==> src/rtl/lconv_pkg.sv <==
package lconv_pkg;
    typedef enum logic {
        LC_IDLE = 1'b0,
        LC_RUN  = 1'b1
    } lc_state_e;
endpackage

==> src/rtl/lconv_row.sv <==
// One row of the zero-padded Toeplitz matrix times the vector operand.
module lconv_row #(
    parameter int unsigned PTS      = 4,
    parameter int unsigned SAMPLE_W = 4,
    parameter int unsigned ROW      = 0,
    parameter int unsigned ACC_W    = 10
) (
    input  logic [PTS*SAMPLE_W-1:0] x_i,
    input  logic [PTS*SAMPLE_W-1:0] h_i,
    output logic [ACC_W-1:0]        sum_o
);
    localparam int unsigned PROD_W = 2 * SAMPLE_W;

    logic [PROD_W-1:0] prod [PTS];

    // Column n of this row holds x(ROW-n); positions before x(0) or past
    // x(PTS-1) are the zero padding.
    for (genvar n = 0; n < PTS; n++) begin : g_col
        localparam int XI = int'(ROW) - n;
        if (XI >= 0 && XI < int'(PTS)) begin : g_tap
            assign prod[n] = PROD_W'(x_i[XI*SAMPLE_W +: SAMPLE_W])
                           * PROD_W'(h_i[n*SAMPLE_W +: SAMPLE_W]);
        end else begin : g_pad
            assign prod[n] = '0;
        end
    end

    always_comb begin
        sum_o = '0;
        for (int n = 0; n < int'(PTS); n++) begin
            sum_o = sum_o + ACC_W'(prod[n]);
        end
    end
endmodule

==> src/rtl/lconv_ctrl.sv <==
// Run sequencer: idle/run state and output index.
module lconv_ctrl
    import lconv_pkg::*;
#(
    parameter int unsigned OUT_LEN = 7,
    parameter int unsigned IDX_W   = 3
) (
    input  logic             clk,
    input  logic             rst_n,
    input  logic             start_i,
    output logic             accept_o,
    output logic             busy_o,
    output logic             valid_o,
    output logic             last_o,
    output logic [IDX_W-1:0] idx_o
);
    localparam logic [IDX_W-1:0] IDX_END = IDX_W'(OUT_LEN - 1);

    typedef struct packed {
        lc_state_e        state;
        logic [IDX_W-1:0] idx;
    } ctrl_t;

    ctrl_t st_d, st_q;

    always_comb begin
        st_d     = st_q;
        accept_o = 1'b0;
        case (st_q.state)
            LC_IDLE: begin
                if (start_i) begin
                    accept_o   = 1'b1;
                    st_d.state = LC_RUN;
                    st_d.idx   = '0;
                end
            end
            LC_RUN: begin
                if (st_q.idx == IDX_END) begin
                    st_d.state = LC_IDLE;
                    st_d.idx   = '0;
                end else begin
                    st_d.idx = st_q.idx + 1'b1;
                end
            end
            default: st_d = '{state: LC_IDLE, idx: '0};
        endcase
    end

    always_ff @(posedge clk) begin
        if (!rst_n) begin
            st_q <= '{state: LC_IDLE, idx: '0};
        end else begin
            st_q <= st_d;
        end
    end

    assign busy_o  = (st_q.state == LC_RUN);
    assign valid_o = busy_o;
    assign idx_o   = st_q.idx;
    assign last_o  = busy_o && (st_q.idx == IDX_END);

    // an idle start leads to index 0 on the next cycle
    a_r2_first_index: assert property (@(posedge clk) disable iff (!rst_n)
        (start_i && !busy_o) |=> (valid_o && idx_o == '0));

    // indices advance by one while the run continues
    a_r3_index_step: assert property (@(posedge clk) disable iff (!rst_n)
        (valid_o && !last_o) |=> (valid_o && idx_o == $past(idx_o) + 1'b1));

    // a run is not cut short or restarted
    a_r6_busy_until_last: assert property (@(posedge clk) disable iff (!rst_n)
        (busy_o && !last_o) |=> busy_o);

    // idle follows the final result
    a_r8_idle_after_last: assert property (@(posedge clk) disable iff (!rst_n)
        last_o |=> (!busy_o && !valid_o));
endmodule

==> src/rtl/lconv_engine.sv <==
// Linear convolution through a zero-padded Toeplitz matrix product.
module lconv_engine #(
    parameter int unsigned PTS      = 4,
    parameter int unsigned SAMPLE_W = 4
) (
    input  logic                                     clk,
    input  logic                                     rst_n,
    input  logic                                     start_i,
    input  logic [PTS*SAMPLE_W-1:0]                  x_i,
    input  logic [PTS*SAMPLE_W-1:0]                  h_i,
    output logic                                     busy_o,
    output logic                                     out_valid_o,
    output logic                                     out_last_o,
    output logic [$clog2(2*PTS-1)-1:0]               out_idx_o,
    output logic [2*SAMPLE_W+$clog2(PTS)-1:0]        out_data_o
);
    localparam int unsigned OUT_LEN = 2 * PTS - 1;
    localparam int unsigned IDX_W   = $clog2(OUT_LEN);
    localparam int unsigned PROD_W  = 2 * SAMPLE_W;
    localparam int unsigned ACC_W   = PROD_W + $clog2(PTS);
    localparam int unsigned VEC_W   = PTS * SAMPLE_W;
    localparam int unsigned MAX_OUT = PTS * ((2 ** SAMPLE_W) - 1) * ((2 ** SAMPLE_W) - 1);

    typedef struct packed {
        logic [VEC_W-1:0] x;
        logic [VEC_W-1:0] h;
    } ops_t;

    ops_t ops_d, ops_q;
    logic accept;
    logic [ACC_W-1:0] row_sum [OUT_LEN];

    lconv_ctrl #(
        .OUT_LEN (OUT_LEN),
        .IDX_W   (IDX_W)
    ) ctrl_i (
        .clk      (clk),
        .rst_n    (rst_n),
        .start_i  (start_i),
        .accept_o (accept),
        .busy_o   (busy_o),
        .valid_o  (out_valid_o),
        .last_o   (out_last_o),
        .idx_o    (out_idx_o)
    );

    always_comb begin
        ops_d = ops_q;
        if (accept) begin
            ops_d.x = x_i;
            ops_d.h = h_i;
        end
    end

    always_ff @(posedge clk) begin
        if (!rst_n) begin
            ops_q <= '0;
        end else begin
            ops_q <= ops_d;
        end
    end

    for (genvar r = 0; r < OUT_LEN; r++) begin : g_row
        lconv_row #(
            .PTS      (PTS),
            .SAMPLE_W (SAMPLE_W),
            .ROW      (r),
            .ACC_W    (ACC_W)
        ) row_i (
            .x_i   (ops_q.x),
            .h_i   (ops_q.h),
            .sum_o (row_sum[r])
        );
    end

    always_comb begin
        out_data_o = '0;
        for (int r = 0; r < int'(OUT_LEN); r++) begin
            if (out_valid_o && out_idx_o == IDX_W'(r)) begin
                out_data_o = row_sum[r];
            end
        end
    end

    // latched operands do not move during a run
    a_r7_operands_held: assert property (@(posedge clk) disable iff (!rst_n)
        busy_o |=> $stable(ops_q));

    // no result exceeds the largest possible convolution value
    a_r9_no_overflow: assert property (@(posedge clk) disable iff (!rst_n)
        out_valid_o |-> (int'(out_data_o) <= int'(MAX_OUT)));
endmodule

==> config.mk <==
export PLATFORM = sky130hd
export DESIGN_NAME = lconv_engine
export DESIGN_NICKNAME = d
export VERILOG_FILES = /design/src/rtl/lconv_pkg.sv /design/src/rtl/lconv_row.sv /design/src/rtl/lconv_ctrl.sv /design/src/rtl/lconv_engine.sv
export SDC_FILE = /design/constraint.sdc
export NUM_CORES = 1
export LEC_CHECK = 0
export ABC_AREA = 1
export BUFFER_PORTS_ARGS = -buffer_cell sky130_fd_sc_hd__buf_2
export CORE_MARGIN = 2
export CORE_UTILIZATION = 38
export CTS_CLUSTER_DIAMETER = 50
export DETAILED_ROUTE_END_ITERATION = 16
export HOLD_SLACK_MARGIN = 0.03
export PLACE_DENSITY_LB_ADDON = 0.1
export SLEW_MARGIN = 30
export SYNTH_ARGS = -nofsm -noshare
export SYNTH_HDL_FRONTEND = slang
export SYNTH_SLANG_ARGS = --single-unit
==> constraint.sdc <==
create_clock -name clk -period 9.7 [get_ports clk]
set_input_delay 0.485 -clock clk [delete_from_list [all_inputs] [get_ports clk]]
set_output_delay 0.485 -clock clk [all_outputs]
set_load 0.02 [all_outputs]
==> out/qor.yml, run 1 <==
logic_synthesis:
  syn-instance-count: 1592
  ys.flop_type: "dfxtp_1"
  synth_nets: 1953
  synth_edf_count: 0
  seq_area_frac_synth_pct: 6.503
  netlist_area_sq_um: 11080
  ys_warn_count: 0
  synth.distinct_cells: 36
  async_reset_ff_share_pct: 0
  synth_area_per_cell_sq_um: 6.961
  ys_seq_elements: 36
pwr:
  power_mw: 0.8009
  ir_drop_uv: 62.62
  pwr-share-comb_pct: 49.9
  swShare_pct: 46.36
  p_int_mw: 0.4296
  power_frac_seq_pct: 24.4
  power_density_nw_per_um2: 68.03
  leakage_nw: 7.758
  clkPwrFrac_pct: 25.7
  switchingPower_mw: 0.3713
sta:
  fin_skew_ns: 0.01636
  drv_slew: 0
  period_share_pct: 81.62
  clock.fmax_mhz: 126.3
  layout_min_cycle_time_ns: 7.917
  relSlewSlack_pct: 35.10
  rsz0062_at_grt: "no"
  final-setup-viol-count: 0
  finalSetupTns_ns: 0
  worst_pin_slew_ns: 0.9722
  finalHoldViolCount: 0
job:
  max-cap-violations: 0
drt:
  vias_per_cell: 4.623
  drtPass1Iterations: 5
  drc_errors: 0
  vias: 9136
  ant_nets: 0
  drt-initial-drc-count: 580
  drt_wl_total_microns: 30300
  wl_per_cell_microns: 15.34
layout:
  drive_gt1_share_pct: 6.281
  area_growth_syn_to_layout_pct: 6.232
  antenna_cells: 0
  fin_area_sq_um: 11770
  nets: 1952
  fill_cells: 3157
  multiInputGateArea_sq_um: 8278
  regArea_sq_um: 721.9
place:
  place_area_sq_um: 11600
  numPortBuffers: 50
  dp_hpwl_microns: 24620
  place.gp.congestion: 0.8952
grt:
  grt_pass1_vias: 9206
  grt-ovfl-total: 0
  grt_max_degree: 35
  antenna_found_initial: 0
  grt_first_pass_wirelength_microns: 49320
  track_usage_pct: 20.60
floorplan:
  start_util_pct: 38.61
  num_rows: 62
  ios: 51
  die_area_sq_um: 30540
  fp.dieH_microns: 174.8
  die_x_microns: 174.8
  core-area_sq_um: 28700
cts:
  cts_tree: "yes"
  cts.sinks: 36
  clock_path_buffers: 2
  clock_latency_ns: 0.30
  clock-root-buffer: "clkbuf_16"
  numCtsBuffers: 5
  h-tree-depth: 2
  postCtsSetupBuffers: 0
  hold_buffers: 0
  path_clk_slew_ns: 0.08
  cts_resized: 0
setup_path:
  worstSetupPathType: "flip-flop to output port"
  worst-endpoint-required_ns: 9.22
  path_common_cell: "fa_1"
  timing.rr.start: "ctrl_i.busy_o$_SDFF_PN0_"
  cpMaxStageDelayCell: "dfxtp_1"
  critPathLaunch: "ops_q[3]$_SDFFE_PN0P_"
  ff2ff_setup_slack_ns: 7.99
  crit_arrival_ns: 7.43
  r2r_cells: 6
  cp-start-kind: "flip-flop"
  critPathMaxFanout: 17
  slowest_delay_ns: 0.79
  endpoint_kind: "output port"
  rr_endpoint: "ops_q[19]$_SDFFE_PN0P_"
worst_hold_path:
  holdPathEnd: "ops_q[12]$_SDFFE_PN0P_"
  hold_depth: 3
  hold_class: "input pin to flip-flop"
  worstHoldStart: "h_i[12]"
status:
  status: "finished clean"
[final cells by class]
cell class	count	area share, %
multi-input combinational	1020	70.32
clock inverter	3	0.3614
timing repair buffer	70	3.401
inverter	458	14.65
tap	384	4.081
clock buffer	5	1.063
sequential	36	6.132
[placed cells by master, fill, tap and decap left out, drive strengths merged, types with 2 or more instances in the layout]
cell type	synthesis	routed
inv	458	458
nand2	391	391
ha	179	179
fa	147	147
nor2	97	97
buf	5	70
o21ai	59	59
a21oi	47	47
nand3	38	38
dfxtp	36	36
nand4	16	16
xnor2	13	13
xor2	12	12
clkbuf	73	5
a21o	4	4
o211ai	4	4
or2	3	3
and2	2	2
nand3b	2	2
a31oi	2	2
[state kept, by name, summed over array words and instances, names as in the netlist]
register,count
ops_q,32
ctrl_i.idx_o,3
ctrl_i.busy_o,1
[kinds of logic after synthesis]
group / Yosys count / share of synthesized area (%)
compound gates: 119 / 5.645
xor+xnor: 25 / 1.976
fa+ha+maj: 326 / 46.77
buf+inv: 536 / 18.80
flops: 36 / 6.503
simple gates: 550 / 20.31
[metrics by stage]
step / hold slack [ns] / worst slack (ns) / std cells / utilization, %
after floorplan: 0.5812 / 2.399 / 1592 / -
after global placement: 0.4714 / 2.202 / 1968 / 40.43
after detailed placement: 0.4988 / 2.145 / 1968 / 40.43
after CTS: 0.4343 / 1.815 / 1976 / 41.01
after global routing: 0.4523 / 1.376 / 1976 / 41.02
final: 0.4359 / 1.783 / 1976 / 41.02
[routing by layer]
| layer | routed length [microns] | vias up | global-route usage [%] |
|---|---|---|---|
| li1 | - | 4624 | - |
| met1 | 15360 | 4333 | 30.10 |
| met2 | 13490 | 155 | 33.50 |
| met3 | 970 | 24 | 1.806 |
| met4 | 485 | 0 | 3.681 |
| met5 | 0 | - | 0 |
[power by group through the flow]
stage | logic (mW) | registers [mW] | clock network (mW)
after detailed placement | 0.403 | 0.199 | 0
final | 0.400 | 0.196 | 0.206
after global placement | 0.400 | 0.198 | 0
after CTS | 0.406 | 0.196 | 0.209
after floorplan | 0.310 | 0.169 | 0
after global routing | 0.462 | 0.199 | 0.215
[worst max-delay path by stage]
stage / cells after the start / to / slack (ns)
6_report: 26 / out_data_o[5] / 1.78
5_1_grt: 28 / out_data_o[7] / 1.38
4_1_cts: 26 / out_data_o[5] / 1.82
3_5_place_dp: 26 / out_data_o[6] / 2.14
3_3_place_gp: 26 / out_data_o[6] / 2.20
2_1_floorplan: 24 / out_data_o[8] / 2.40
[Yosys cell counts, types with 3 or more instances]
master,n,area (sq um)
inv_2,5,18.77
nand4_1,16,100.1
clkbuf_8,5,68.82
nor2_1,90,337.8
a21o_1,4,30.03
clkbuf_1,68,255.2
o211ai_1,4,30.03
inv_1,451,1693
xor2_1,12,105.1
o21ai_1,9,45.04
o21ai_0,50,250.2
dfxtp_1,36,720.7
nand2_1,388,1456
nor2_4,3,33.78
xnor2_1,13,113.9
fa_1,147,2943
nand3_1,38,190.2
ha_1,179,2240
a21oi_1,47,235.2
or2_2,3,18.77
[worst max-delay path, delay by kind of cell, from the launching register on]
family	cells	cell delay [ns]
buf+inv	7	0.47
simple gates	6	0.58
fa+ha+maj	10	4.89
flops	1	0.79
compound gates	3	0.41
Power figures use the tool's default switching activity.
==> run 2: changes to the inputs <==
ABC_AREA = 0   (was 1)
clock period = 7.04 ns   (was 9.7 ns; I/O delays follow)
==> run 2 against run 1 <==
Against the previous run:
- the flow now finishes with violations (negative setup slack)
- sequential share of layout area increased by 0.054 points
- cell area increased by 0.68%
- clock skew decreased by 0.011 ns
- sequential power increased by 21%
- global-route usage increased by 2.1 points
- non-clock buffer count increased by 37
==> out/qor.yml, run 2 <==
logic_synthesis:
  synth_area_leaders: "fa_1, ha_1, and2_1"
  ys_warn_count: 0
  synth_area_per_cell_sq_um: 8.369
  synthTopCellsByCount: "inv_1, ha_1, and2_1"
  async_reset_ff_share_pct: 0
  syn-instance-count: 1265
  ys.flop_type: "dfxtp_1"
  synth.distinct_cells: 60
  seq_area_frac_synth_pct: 6.808
  ys_seq_elements: 36
  synth_nets: 1626
  netlist_area_sq_um: 10590
  synth_edf_count: 0
  synth_top_cell_by_area: "fa_1"
  netlist.area_leader.share_pct: 27.80
  yosysMostFrequentCell: "inv_1"
grt:
  met3_usage_pct: 1.827
  grt_pass1_vias: 8688
  top_usage_layer: "met2"
  met1_usage_pct: 32.33
  antenna_found_initial: 0
  track_usage_pct: 22.74
  grt_first_pass_wirelength_microns: 49970
  grt.met2_usage_pct: 37.81
  grt_max_degree: 37
  grt-ovfl-total: 0
sta:
  period_share_pct: 105.9
  worst_pin_slew_ns: 0.9361
  clock.fmax_mhz: 134.1
  relSlewSlack_pct: 37.36
  drv_slew: 0
  layout_min_cycle_time_ns: 7.457
  finalHoldViolCount: 0
  setup_slack_ns: -0.4174
  fin_skew_ns: 0.005393
  final-setup-viol-count: 7
  rsz0062_at_grt: "yes"
layout:
  layout_common_cells: "inv_1, and2_1, ha_1, nand2_1, fa_1"
  fill_cells: 2932
  area_growth_syn_to_layout_pct: 11.96
  largest_reg_flops: 32
  multiInputGateArea_sq_um: 8947
  regArea_sq_um: 733.2
  top_register: "ops_q"
  drive_gt1_share_pct: 12.41
  nets: 1690
  antenna_cells: 0
  fin_area_sq_um: 11850
  final_common_cell: "inv_1"
  layoutNonFillerInstCount: 1708
  post-route-util_pct: 42.90
drt:
  vias: 8345
  vias_per_cell: 4.886
  ant_nets: 0
  wl_per_cell_microns: 18.32
  drtPass1Iterations: 5
  drt_wl_total_microns: 31290
  drc_errors: 0
  drt-initial-drc-count: 374
floorplan:
  fp.dieH_microns: 170.9
  die_x_microns: 170.9
  num_rows: 61
  ios: 51
  die_area_sq_um: 29210
  core-area_sq_um: 27630
  start_util_pct: 38.32
setup_path:
  crit_cells: 23
  worstSetupPathType: "flip-flop to output port"
  cpMaxStageDelayCell: "fa_1"
  ff2ff_setup_slack_ns: 5.25
  slowest_delay_ns: 0.52
  critPathMaxFanout: 3
  timing.rr.start: "ctrl_i.idx_o[0]$_SDFFE_PN0P_"
  crit_chain: "nand2_2 -> fa_1 -> fa_1 -> inv_1 -> fa_1 -> inv_2 -> fa_1 -> fa_1 -> fa_1 -> inv_1 -> fa_1 -> fa_1 -> inv_1 -> fa_1 -> fa_2 -> and2b_1 -> o31a_1 -> o22ai_2 -> xor2_1 -> a21oi_1 -> o31ai_2 -> a221oi_2 -> buf_4"
  worst-endpoint-required_ns: 6.69
  r2r_cells: 4
  path_common_cell: "fa_1"
  endpoint_kind: "output port"
  rr_endpoint: "ctrl_i.busy_o$_SDFF_PN0_"
  crit_buf_inv: 5
  crit_family: "adder cells"
  crit_arrival_ns: 7.11
  cp-start-kind: "flip-flop"
worst_hold_path:
  holdPathEnd: "ops_q[1]$_SDFFE_PN0P_"
  worstHoldStart: "h_i[1]"
  hold_class: "input pin to flip-flop"
  hold_depth: 3
place:
  place_area_sq_um: 11500
  numPortBuffers: 50
  dp_cells: 1694
  dp_hpwl_microns: 25410
  place.gp.congestion: 0.8381
cts:
  cts.sinks: 36
  hold_buffers: 0
  path_clk_slew_ns: 0.06
  clock-root-buffer: "clkbuf_16"
  clock_path_buffers: 2
  cts_tree: "yes"
  h-tree-depth: 2
  numCtsBuffers: 5
  clock_latency_ns: 0.29
job:
  max-cap-violations: 0
pwr:
  power_density_nw_per_um2: 63.39
  leakage_nw: 6.200
  ir_drop_uv: 123.5
  power_mw: 0.7514
status:
  status: "finished with violations"
  violations: "negative setup slack"
-- run 2: cell types whose count changed after synthesis, sizes merged, moves of 9 or more --
| cell | change |
|---|---|
| o21ai | -23 |
| a21o | +11 |
| and2 | +176 |
| a211oi | +15 |
| inv | -231 |
| nor2 | -60 |
| a21boi | +33 |
| clkbuf | -31 |
| a21oi | -10 |
| nand4 | -15 |
| nand3 | -32 |
| nand2 | -229 |
| nor2b | +9 |
-- run 2: cell type report --
type                    instances  share of cell area (%)
multi-input cells             951                   75.49
inverters                     228                   7.221
flip-flops and latches         36                   6.186
repair buffers                107                   5.890
well taps                     378                   3.990
clock buffers                   6                   1.087
clock inverters                 2                  0.1372
-- run 2: worst register-to-register path, cell delays in order, from the launching register on --
cell and delay [ns]:
dfxtp_1 0.74, nor2_4 0.10, nand3_2 0.22, clkinv_1 0.39
nor3b_1 0.28
-- run 2: how the worst max path moves through the flow --
| stage | startpoint | to |
|---|---|---|
| floorplan | ops_q[6]$_SDFFE_PN0P_ | out_data_o[8] |
| global route | ops_q[29]$_SDFFE_PN0P_ | out_data_o[8] |
| global placement | ops_q[28]$_SDFFE_PN0P_ | out_data_o[9] |
| CTS | ops_q[29]$_SDFFE_PN0P_ | out_data_o[8] |
| detailed placement | ops_q[28]$_SDFFE_PN0P_ | out_data_o[9] |
| finish | ops_q[29]$_SDFFE_PN0P_ | out_data_o[8] |
-- run 2: power by group --
group	internal [mW]	leakage, nW	switching (mW)
clock	0.132	0.0671	0.0912
sequential	0.216	0.299	0.0218
combinational	0.112	5.83	0.178
total	0.460	6.20	0.291
-- run 2: kinds of logic (layout without fill, tap and decap cells) --
family          Yosys count  count (layout)  synth area share, %
compound gates          173             173                10.97
xor+xnor                 31              31                2.565
fa+ha+maj               326             326                48.95
buf+inv                 278             343                10.14
flops                    36              36                6.808
mux                       3               3               0.3073
simple gates            418             418                20.26
-- run 2: stage by stage --
stage / setup slack (ns) / TNS (ns) / hold slack (ns)
floorplan: 0.003310 / 0 / 0.4757
global placement: -0.2492 / -0.7531 / 0.4835
detailed placement: -0.2874 / -0.8861 / 0.4802
CTS: -0.3950 / -1.544 / 0.3082
global route: -0.6035 / -3.279 / 0.3173
finish: -0.4174 / -1.784 / 0.3110
-- run 2: what timing repair did --
item / in CTS / in global routing
pin swaps: 23 / 8
setup buffers: 6 / 0
endpoints found under the setup margin: 7 / 7
resized for setup: 23 / 7
-- run 2: per-layer routing --
metal | vias up | wire (microns)
li1 | 4099 | -
met1 | 4102 | 15470
met2 | 119 | 14290
met3 | 25 | 843
met4 | 0 | 688
met5 | - | 0
